--- config.mk ---
export PLATFORM = sky130hd
export DESIGN_NAME = mant_sum_unit
export DESIGN_NICKNAME = d
export VERILOG_FILES = /design/src/rtl/mant_sum_unit.sv
export SDC_FILE = /design/constraint.sdc
export NUM_CORES = 1
export LEC_CHECK = 0
export BUFFER_PORTS_ARGS = -buffer_cell sky130_fd_sc_hd__buf_2
export CAP_MARGIN = 25
export CORE_ASPECT_RATIO = 1.5
export CORE_UTILIZATION = 30
export DETAILED_ROUTE_END_ITERATION = 8
export PLACE_DENSITY = 0.66
export SLEW_MARGIN = 40
export SYNTH_ARGS = -nofsm -noshare
export SYNTH_HDL_FRONTEND = slang
export SYNTH_SLANG_ARGS = --single-unit
--- constraint.sdc ---
create_clock -name clk -period 1.5 [get_ports clk]
set_input_delay 0.15 -clock clk [delete_from_list [all_inputs] [get_ports clk]]
set_output_delay 0.15 -clock clk [all_outputs]
set_load 0.02 [all_outputs]
--- src/rtl/mant_sum_unit.sv ---
module mant_sum_unit #(
  parameter int MW = 23,
  parameter int EW = 8
) (
  input  logic          clk,
  input  logic          rst_n,
  input  logic          in_valid,
  input  logic [MW-1:0] a_mant,
  input  logic [MW-1:0] b_mant,
  input  logic          a_sign,
  input  logic          b_sign,
  input  logic [EW-1:0] exp_in,
  output logic          out_valid,
  output logic [MW-1:0] sum_mant,
  output logic          carry_out,
  output logic          res_sign,
  output logic          range_flag,
  output logic [EW-1:0] exp_out
);

  logic [MW:0]   chain;
  logic [MW-1:0] sum_w;
  logic          sx;
  logic          sign_w;
  logic          flag_w;

  assign chain[0] = 1'b0;

  for (genvar i = 0; i < MW; i++) begin : g_stage
    logic p;
    assign p            = a_mant[i] ^ b_mant[i];
    assign sum_w[i]     = p ^ chain[i];
    assign chain[i+1]   = (a_mant[i] & b_mant[i]) | (p & chain[i]);
  end

  assign sx     = a_sign ^ b_sign;
  assign sign_w = sx ? ~chain[MW] : a_sign;
  assign flag_w = sx ? 1'b0 : (a_sign ? ~chain[MW] : chain[MW]);

  always_ff @(posedge clk or negedge rst_n) begin
    if (!rst_n) begin
      out_valid  <= 1'b0;
      sum_mant   <= '0;
      carry_out  <= 1'b0;
      res_sign   <= 1'b0;
      range_flag <= 1'b0;
      exp_out    <= '0;
    end else begin
      out_valid <= in_valid;
      if (in_valid) begin
        sum_mant   <= sum_w;
        carry_out  <= chain[MW];
        res_sign   <= sign_w;
        range_flag <= flag_w;
        exp_out    <= exp_in;
      end
    end
  end

endmodule

==> impl_summary.log, run 1 <==
[metrics] routability congestion estimate: 0.704
[metrics] startpoint type of the worst setup path: input port
[metrics] Synthesized Nets: 183
[metrics] maximum number of pins on one net before global-route repair: 37
[metrics] Global Route Usage Sum: 11.8%
[metrics] Finish-stage setup viols: 23
[metrics] routed via count: around 1200
[metrics] Post-Layout Cell Count: 273
[metrics] share of Yosys cell area claimed by the top area cell type: 49.1%
[metrics] synthesized cell area: 1790 um2
[metrics] overall power consumption: just over 3000 uW
[metrics] final number of hold-violating endpoints: 0
[metrics] clk_lat worst skew: between 0.2 and 0.3 ns
[metrics] count of clock tree sinks: 35
[metrics] number of warnings reported in the yosys synthesis log: 0
[metrics] TritonCTS clock tree: built
[metrics] die boundary height: 96.5 um
[metrics] violations in the final reports: setup timing
[metrics] end point of the worst hold path: exp_out[3]
[metrics] mux share of post-synthesis cell area: 21.0%
[metrics] initial antenna violation count: 0
[metrics] Yosys cell types: 13
[metrics] global-route wire length before repair: 5.44 mm
[metrics] NumNets Final: roughly 280
[metrics] power per cell area: 1190 nW/um2
[metrics] hold depth: 2
[metrics] Area contributors post-synth: dfrtp_1 49%, fa_1 25%, mux2_2 19%
[metrics] aggregate global routing overflow: 0
[metrics] Simple-Gate Fraction of Synth Area: 0.841%
[metrics] minimum clock period: 8.22 ns
[metrics] Worst Setup Path Type: in -> reg
[metrics] area added between synthesis and finish: 44.7%
[metrics] core occupancy in the finished layout: between 40% and 50%
[metrics] Core Region: 5790 um2
[metrics] reg-to-reg setup timing slack: roughly 0.72 ns
[metrics] final hold slack: 0.0902 ns
[metrics] synthesized-area fraction occupied by ao, oa, aoi and oai cells: 0.350%
[metrics] HP Class: in -> reg
[metrics] H-tree levels: 2
[metrics] count of TritonRoute iterations in the first routing pass: 4
[metrics] critical path data required time: approximately 1.7 ns
[metrics] io pins: 94
[metrics] starting utilization of the core area: 30.9%
[metrics] setup repair after global routing missed its margin: yes
[metrics] peak fanout along the critical path: 3
[metrics] routed wire length: 3.53 mm
[metrics] Period Utilization, post-route: 548%
[metrics] Clock Tree Root: clkbuf_8
[metrics] highest clock rate: between 0.1 and 0.15 GHz
[metrics] run status: complete, but fails checks
[metrics] Rel. slew slack: 70.2%
[metrics] share of synthesized area occupied by flip-flops and latches: 49.1%
[metrics] I/O Buffers: 93
[metrics] number of post-CTS setup repair buffers: 0
[metrics] library cell occupying the most area in the post-synthesis netlist: dfrtp_1
[metrics] share of synthesized cell area in full adder, half adder and majority cells: about a quarter
[metrics] clock-pin transition on the worst setup and hold timing paths: 0.07 ns
[metrics] Hold Crit Start: exp_in[3]
[metrics] Post-route DRC: 0
[metrics] number of nets still failing antenna checks after routing: 0
[metrics] Max Root-Sink Buffers: 2
[metrics] final routed wire length divided by cell count: 12.9 um
[metrics] Chip Width: 65.0 um
[metrics] Setup TNS Final: -87.51 ns
[metrics] proportion of layout cells with a drive suffix above 1: 79.1%
[metrics] combinational family with the most area after synthesis: adder cells
[metrics] worst ir drop on vdd: 553 uV
[metrics] area enclosed by the die boundary: approximately 6300 um2
[metrics] # diodes: 0
[metrics] vias in the first global route: 1184
[metrics] Post-Syn Area per Cell: 17.7 um2
[metrics] R2R Path Start: exp_out[2]
[metrics] critical path arrival: 8.44 ns
[metrics] Clock Skews: 0 ns
[metrics] Slew Limit Fails: 0
[metrics] reg-to-reg endpoint: exp_out[2]
[metrics] count of max-cap constraint violations: 0
[metrics] standard-cell rows: 34
[metrics] static leakage: ~0.0012 uW
[metrics] placed cell count: around 260
[metrics] nature of the critical path endpoint: flop
[metrics] Least-Margin Pin Slew: 0.447 ns
[metrics] CTS buffer count: 5
[metrics] HPWL Detailed: 2.77 mm
[metrics] Yosys reg bits: 35
[metrics] 1st-iter DRT viols: 20
[metrics] post-synthesis instance total: 101
[metrics] ratio of routed vias to standard cells: 4.44
[metrics] min setup slack post-route: -6.72 ns
[metrics] xor and xnor fraction of the mapped netlist area: 0%
[metrics] worst r2r path cells: 1
[critical path, stage by stage]
cell and delay [ns]:
buf_6 0.10, ha_4 0.15, fa_2 0.34, fa_2 0.35
fa_2 0.34, fa_2 0.35, fa_2 0.34, fa_2 0.35
fa_2 0.34, fa_2 0.34, fa_2 0.35, fa_2 0.36
fa_2 0.35, fa_2 0.34, fa_2 0.35, fa_2 0.34
fa_2 0.35, fa_2 0.35, fa_2 0.35, fa_2 0.35
fa_2 0.36, fa_2 0.35, fa_2 0.34, fa_2 0.37
inv_2 0.08, maj3_2 0.18, mux2_4 0.13
[cells in the final DEF (no fill, tap or decap)]
master / Yosys / layout
a31oi_1: 1 / 1
buf_12: 0 / 1
buf_2: 0 / 91
buf_4: 0 / 1
buf_6: 4 / 2
bufinv_16: 0 / 1
clkbuf_8: 0 / 6
clkinv_2: 0 / 1
dfrtp_1: 35 / 35
dlygate4sd3_1: 0 / 1
fa_2: 0 / 22
ha_4: 0 / 1
inv_2: 0 / 1
maj3_2: 1 / 1
mux2_1: 2 / 2
mux2_2: 30 / 16
mux2_4: 1 / 15
nand3_1: 1 / 1
nor2_1: 1 / 1
or3_1: 1 / 1
[kinds of logic after synthesis]
logic type                 after synthesis
DFF                                     35
muxes                                   33
adders and majority gates               24
buffers and inverters                    5
and+or+nand+nor                          3
AOI/OAI and AO/OA                        1
[through the flow]
| stage | worst slack [ns] | area, um2 |
|---|---|---|
| global placement | -6.99 | 2400 |
| finish | -6.72 | 2580 |
| CTS | -6.73 | 2570 |
| detailed placement | -7.07 | 2400 |
| floorplan | -6.68 | 1860 |
| global route | -6.88 | 2580 |
[report_power, final]
part           internal [uW]  leakage, uW  switching (uW)
clock                    538    0.0000612             330
sequential              1130     0.000409            90.7
combinational            475     0.000748             510
total                   2140      0.00122             931
[routing by layer]
layer	up-vias	GRT usage, %	routed length [um]
li1	540	-	-
met1	610	12.7	1290
met2	57	20.9	1960
met3	4	3.17	241
met4	0	6.11	38
met5	-	0	0
[flip-flops by register name (all words and copies together), names as in the netlist]
| name | flops |
|---|---|
| sum_mant | 23 |
| exp_out | 8 |
| carry_out | 1 |
| out_valid | 1 |
| range_flag | 1 |
| res_sign | 1 |
[worst max-delay path by stage]
stage | from | endpoint | slack (ns) | depth (start not counted)
finish | a_mant[0] | res_sign | -6.72 | 27
global route | a_mant[0] | res_sign | -6.88 | 27
CTS | a_mant[0] | res_sign | -6.73 | 27
detailed placement | a_mant[0] | res_sign | -7.07 | 27
global placement | a_mant[0] | res_sign | -6.99 | 27
floorplan | a_mant[0] | sum_mant[22] | -6.68 | 24
[cells in the mapped netlist]
library cell  number
inv_1              1
mux2_2            30
nand3_1            1
a31oi_1            1
mux2_4             1
ha_1               1
mux2_1             2
buf_6              4
or3_1              1
fa_1              22
dfrtp_1           35
nor2_1             1
maj3_2             1
[final cells by class]
cell class / instances / area, um2
multi-input combinational: 61 / 981
timing repair buffer: 96 / 515
fill: 555 / 3200
inverter: 1 / 3.75
sequential: 35 / 876
clock inverter: 2 / 35.0
clock buffer: 6 / 82.6
tap: 72 / 90.1
[repair_timing]
action                     4_1_cts  5_1_grt
setup endpoints to repair       23       23
hold endpoints to repair        35        0
gates cloned                     0        0
gates resized for setup         10        4
pin swaps                        1        0
hold buffers                     1        0
Power figures use the tool's default switching activity.
==> run 2: changes to the inputs <==
Settings changed: CAP_MARGIN 25 to 20, PLACE_DENSITY 0.66 to not set.
==> impl_summary.log, run 2 (same netlist as run 1, synthesis figures left out) <==
[metrics] run status: complete, but fails checks
[metrics] violations in the final reports: setup timing
[metrics] area enclosed by the die boundary: 6270 um2
[metrics] highest-delay cell along the critical path: fa_2
[metrics] NumNets Final: 282
[metrics] worst r2r path cells: 1
[metrics] number of post-CTS setup repair buffers: 0
[metrics] count of TritonRoute iterations in the first routing pass: 4
[metrics] HPWL Detailed: between 2 and 3 mm
[metrics] I/O Buffers: 93
[metrics] routed wire length: 3.62 mm
[metrics] worst ir drop on vdd: just over 600 uV
[metrics] Clock Skews: 0 ns
[metrics] critical path data required time: between 1.5 and 2 ns
[metrics] starting utilization of the core area: between 30 and 40%
[metrics] count of max-cap constraint violations: 0
[metrics] routability congestion estimate: 0.620
[metrics] Hold Crit Start: exp_in[3]
[metrics] CTS buffer count: 5
[metrics] leading cell type in the layout, fill and taps excluded: buf_2
[metrics] Least-Margin Pin Slew: 0.444 ns
[metrics] Worst Setup Path Type: in -> reg
[metrics] clk_lat worst skew: 0.28 ns
[metrics] highest clock rate: 0.122 GHz
[metrics] CP most frequent cell: fa_2
[metrics] final routed wire length divided by cell count: 13.3 um
[metrics] Core Region: 5790 um2
[metrics] reg-to-reg endpoint: sum_mant[9]
[metrics] routed via count: 1195
[metrics] die boundary height: 96.5 um
[metrics] proportion of layout cells with a drive suffix above 1: 79.1%
[metrics] Max Root-Sink Buffers: 2
[metrics] Clock Tree Root: clkbuf_8
[metrics] Finish-stage setup viols: 23
[metrics] HP Class: in -> reg
[metrics] H-tree levels: 2
[metrics] vias in the first global route: 1233
[metrics] flip-flop count of the largest register after layout: 23
[metrics] overall power consumption: 3060 uW
[metrics] Period Utilization, post-route: 548%
[metrics] area added between synthesis and finish: 44.8%
[metrics] Global Route Usage Sum: 12.0%
[metrics] minimum clock period: 8.22 ns
[metrics] Post-Layout Cell Count: 273
[metrics] Slew Limit Fails: 0
[metrics] Setup TNS Final: -87.65 ns
[metrics] global-route wire length before repair: 5.49 mm
[metrics] nature of the critical path endpoint: flop
[metrics] critical path arrival: 8.45 ns
[metrics] setup repair after global routing missed its margin: yes
[metrics] placed cell count: 264
[metrics] number of nets still failing antenna checks after routing: 0
[metrics] 1st-iter DRT viols: 32
[metrics] # diodes: 0
[metrics] final hold slack: 0.0860 ns
[metrics] TritonCTS clock tree: built
[metrics] ratio of routed vias to standard cells: 4.38
[metrics] largest stage delay on the critical path: 0.37 ns
[metrics] static leakage: around 0.0012 uW
[metrics] standard-cell rows: 34
[metrics] Chip Width: roughly 65 um
[metrics] reg-to-reg setup timing slack: 0.72 ns
[metrics] min setup slack post-route: -6.72 ns
[metrics] initial antenna violation count: 0
[metrics] top register by number of flip-flops: sum_mant
[metrics] aggregate global routing overflow: 0
[metrics] peak fanout along the critical path: 3
[metrics] top library cells by usage in the layout, fill and taps aside: 91 x buf_2, 35 x dfrtp_1, 22 x fa_2
[metrics] R2R Path Start: sum_mant[9]
[metrics] Rel. slew slack: slightly above 70%
[metrics] end point of the worst hold path: exp_out[3]
[metrics] startpoint type of the worst setup path: input port
[metrics] maximum number of pins on one net before global-route repair: 37
[metrics] biggest regs: sum_mant (23), exp_out (8)
[metrics] clock-pin transition on the worst setup and hold timing paths: 0.07 ns
[metrics] io pins: 94
[metrics] setup slack after placement: -7.07 ns
[metrics] hold depth: 2
[metrics] Post-route DRC: 0
[metrics] final number of hold-violating endpoints: 0
[metrics] count of clock tree sinks: 35
[metrics] power per cell area: approximately 1200 nW/um2
==> run 2: cell types whose count changed in the layout (fill, tap and decap cells not counted), sizes merged <==
cell / before / now
clkinv: 1 / 2
clkbuf: 6 / 5
==> run 2: where the power goes <==
| part | leakage (uW) | internal, uW | switching [uW] | total (uW) |
|---|---|---|---|---|
| combinational | 0.000757 | 484 | 513 | 997 |
| sequential | 0.000409 | 1130 | 87.9 | 1220 |
| clock | 0.0000581 | 495 | 348 | 843 |
| total | 0.00122 | 2110 | 949 | 3060 |
==> run 2: area by class of cell <==
class                           count  area (um2)
Sequential cell                    35         876
Inverter                            1        3.75
Clock buffer                        5        68.8
Clock inverter                      3        43.8
Tap cell                           72        90.1
Fill cell                         538        3200
Multi-Input combinational cell     61         988
Timing Repair Buffer               96         515
==> run 2: how the worst max path moves through the flow <==
stage               cells after the start  slack, ns            to      start
finish                                 27      -6.72      res_sign  a_mant[0]
global route                           27      -6.97      res_sign  a_mant[0]
CTS                                    27      -6.74      res_sign  a_mant[0]
detailed placement                     27      -7.07      res_sign  a_mant[0]
global placement                       27      -7.01      res_sign  a_mant[0]
floorplan                              24      -6.68  sum_mant[22]  a_mant[0]
==> run 2: stage by stage <==
| stage | util [%] | cell area, um2 |
|---|---|---|
| 4_1_cts | 44.2 | 2560 |
| 5_1_grt | 44.7 | 2590 |
| 3_3_place_gp | 41.5 | 2400 |
| 3_5_place_dp | 41.5 | 2400 |
| 6_report | 44.7 | 2590 |
| 2_1_floorplan | - | 1860 |
==> run 2: critical path, delay by kind of cell <==
| kind | cells | cell delay [ns] |
|---|---|---|
| buffers and inverters | 2 | 0.18 |
| adder cells (fa/ha/maj) | 24 | 8.00 |
| multiplexers | 1 | 0.13 |
==> run 2: what timing repair did <==
action | CTS | global route
endpoints found under the setup margin | 23 | 23
cloned | 0 | 0
gates resized for setup | 9 | 7
hold buffers | 1 | 0
pin swaps | 0 | 1
hold endpoints to repair | 35 | 0
==> run 2: per-layer routing <==
metal | track usage [%] | up-vias | wire length, um
li1 | - | 538 | -
met1 | 12.4 | 589 | 1350
met2 | 21.9 | 64 | 1940
met3 | 3.52 | 4 | 280
met4 | 5.56 | 0 | 57
met5 | 0 | - | 0
==> run 3: changes to the inputs <==
Settings changed: PLACE_DENSITY_LB_ADDON set to 0.1.
==> impl_summary.log, run 3 (same netlist as run 1, synthesis figures left out) <==
[metrics] Chip Width: 65.0 um
[metrics] flip-flop count of the largest register after layout: 23
[metrics] Slew Limit Fails: 0
[metrics] Clock Tree Root: clkbuf_8
[metrics] Post-Layout Cell Count: 273
[metrics] top library cells by usage in the layout, fill and taps aside: 91 x buf_2, 35 x dfrtp_1, 22 x fa_2
[metrics] count of clock tree sinks: 35
[metrics] clock-pin transition on the worst setup and hold timing paths: 0.06 ns
[metrics] routed wire length: around 3.8 mm
[metrics] peak fanout along the critical path: 3
[metrics] vias in the first global route: around 1300
[metrics] hold depth: 2
[metrics] count of filler cells inserted in the layout: 553
[metrics] proportion of power drawn by combinational gates: 33.9%
[metrics] CTS buffer count: 5
[metrics] Clock Skews: 0 ns
[metrics] worst r2r path cells: 1
[metrics] Max Root-Sink Buffers: 2
[metrics] cell depth of the worst setup path: 27
[metrics] setup repair after global routing missed its margin: yes
[metrics] highest clock rate: 0.121 GHz
[metrics] highest-delay cell along the critical path: fa_2
[metrics] Hold Crit Start: exp_in[3]
[metrics] maximum number of pins on one net before global-route repair: 37
[metrics] critical path data required time: 1.72 ns
[metrics] Post-route DRC: 0
[metrics] power per cell area: around 1100 nW/um2
[metrics] startpoint type of the worst setup path: input port
[metrics] static leakage: 0.00121 uW
[metrics] HPWL Detailed: 2.96 mm
[metrics] 1st-iter DRT viols: 18
[metrics] proportion of total power due to net switching: between 30% and 40%
[metrics] area enclosed by the die boundary: 6270 um2
[metrics] area added between synthesis and finish: 44.6%
[metrics] die boundary height: about 96 um
[metrics] final routed wire length divided by cell count: 13.8 um
[metrics] min setup slack post-route: -6.79 ns
[metrics] initial antenna violation count: 0
[metrics] ratio of routed vias to standard cells: 4.39
[metrics] leading cell type in the layout, fill and taps excluded: buf_2
[metrics] nature of the critical path endpoint: flop
[metrics] count of TritonRoute iterations in the first routing pass: 4
[metrics] HP Class: in -> reg
[metrics] crit-path leading delay family: adder cells
[metrics] number of post-CTS setup repair buffers: 0
[metrics] H-tree levels: 2
[metrics] critical path arrival: around 8.5 ns
[metrics] clk_lat worst skew: 0.27 ns
[metrics] Finish-stage setup viols: 23
[metrics] top register by number of flip-flops: sum_mant
[metrics] routed via count: 1198
[metrics] run status: complete, but fails checks
[metrics] Worst Setup Path Type: in -> reg
[metrics] TritonCTS clock tree: built
[metrics] NetSw: 921 uW
[metrics] violations in the final reports: setup timing
[metrics] Global Route Usage Sum: around 13%
[metrics] worst ir drop on vdd: 427 uV
[metrics] register share of total power: 41.3%
[metrics] sum of buffers and inverters on the critical path: 2
[metrics] biggest regs: sum_mant (23), exp_out (8)
[metrics] Power Internal: around 2000 uW
[metrics] routability congestion estimate: 0.636
[metrics] final hold slack: 0.0946 ns
[metrics] share of total power in the clock network: 24.8%
[metrics] final number of hold-violating endpoints: 0
[metrics] NumNets Final: 282
[metrics] Period Utilization, post-route: 552%
[metrics] placed cell count: 264
[metrics] starting utilization of the core area: 30.9%
[metrics] minimum clock period: ~8.3 ns
[metrics] count of max-cap constraint violations: 0
[metrics] CP most frequent cell: fa_2
[metrics] Core Region: 5790 um2
[metrics] I/O Buffers: 93
[metrics] number of nets still failing antenna checks after routing: 0
[metrics] standard-cell rows: 34
[metrics] proportion of layout cells with a drive suffix above 1: between 70% and 80%
[metrics] beginning of the critical path: a_mant[0]
[metrics] aggregate global routing overflow: 0
[metrics] R2R Path Start: exp_out[5]
[metrics] global-route wire length before repair: 5.99 mm
[metrics] io pins: 94
[metrics] largest stage delay on the critical path: 0.37 ns
[metrics] Least-Margin Pin Slew: between 0.5 and 0.6 ns
[metrics] # diodes: 0
[metrics] Rel. slew slack: between 60% and 70%
-- run 3: final timing paths --
| path | to | slack (ns) |
|---|---|---|
| max | res_sign | -6.79 |
| min | exp_out[3] | 0.09 |
| max reg2reg | exp_out[5] | 0.72 |
| min reg2reg | exp_out[3] | 0.49 |
| max in group asynchronous | sum_mant[6] | 0.54 |
| min in group asynchronous | sum_mant[5] | 0.39 |
-- run 3: repair_timing --
action                                  in CTS  in global routing
pin swaps                                    2                  0
gates resized for setup                     10                  7
cloned                                       0                  0
hold endpoints to repair                    23                  0
hold buffers                                 1                  0
endpoints found under the setup margin      23                 23
-- run 3: final cells by class --
| type | count | area [um2] | area share, % |
|---|---|---|---|
| Sequential cell | 35 | 876 | 33.9 |
| Inverter | 1 | 3.75 | 0.145 |
| Clock buffer | 8 | 100 | 3.88 |
| Timing Repair Buffer | 96 | 515 | 20.0 |
| Tap cell | 72 | 90.1 | 3.49 |
| Multi-Input combinational cell | 61 | 996 | 38.6 |
-- run 3: metal layers --
layer | track usage [%] | up-vias | share of wire, %
li1 | - | 537 | -
met1 | 14.9 | 596 | 38
met2 | 22.3 | 60 | 53
met3 | 3.40 | 5 | 7.4
met4 | 5.56 | 0 | 1.3
met5 | 0 | - | 0
-- run 3: power by group through the flow --
| stage | logic, uW | clock network (uW) | registers, uW |
|---|---|---|---|
| 3_3_place_gp | 921 | 0 | 1230 |
| 4_1_cts | 988 | 777 | 1220 |
| 2_1_floorplan | 313 | 0 | 1470 |
| 3_5_place_dp | 945 | 0 | 1230 |
| 5_1_grt | 1090 | 824 | 1250 |
| 6_report | 999 | 732 | 1220 |
-- run 3: through the flow --
step	util, %	total power (uW)	worst slack [ns]	cell area, um2	setup TNS, ns
2_1_floorplan	-	1780	-6.68	1860	-88.99
3_3_place_gp	41.5	2150	-7.02	2400	-94.55
3_5_place_dp	41.5	2180	-7.13	2400	-96.64
4_1_cts	44.1	2980	-6.83	2550	-88.92
5_1_grt	44.6	3160	-7.00	2580	-91.05
6_report	44.6	2950	-6.79	2580	-88.50
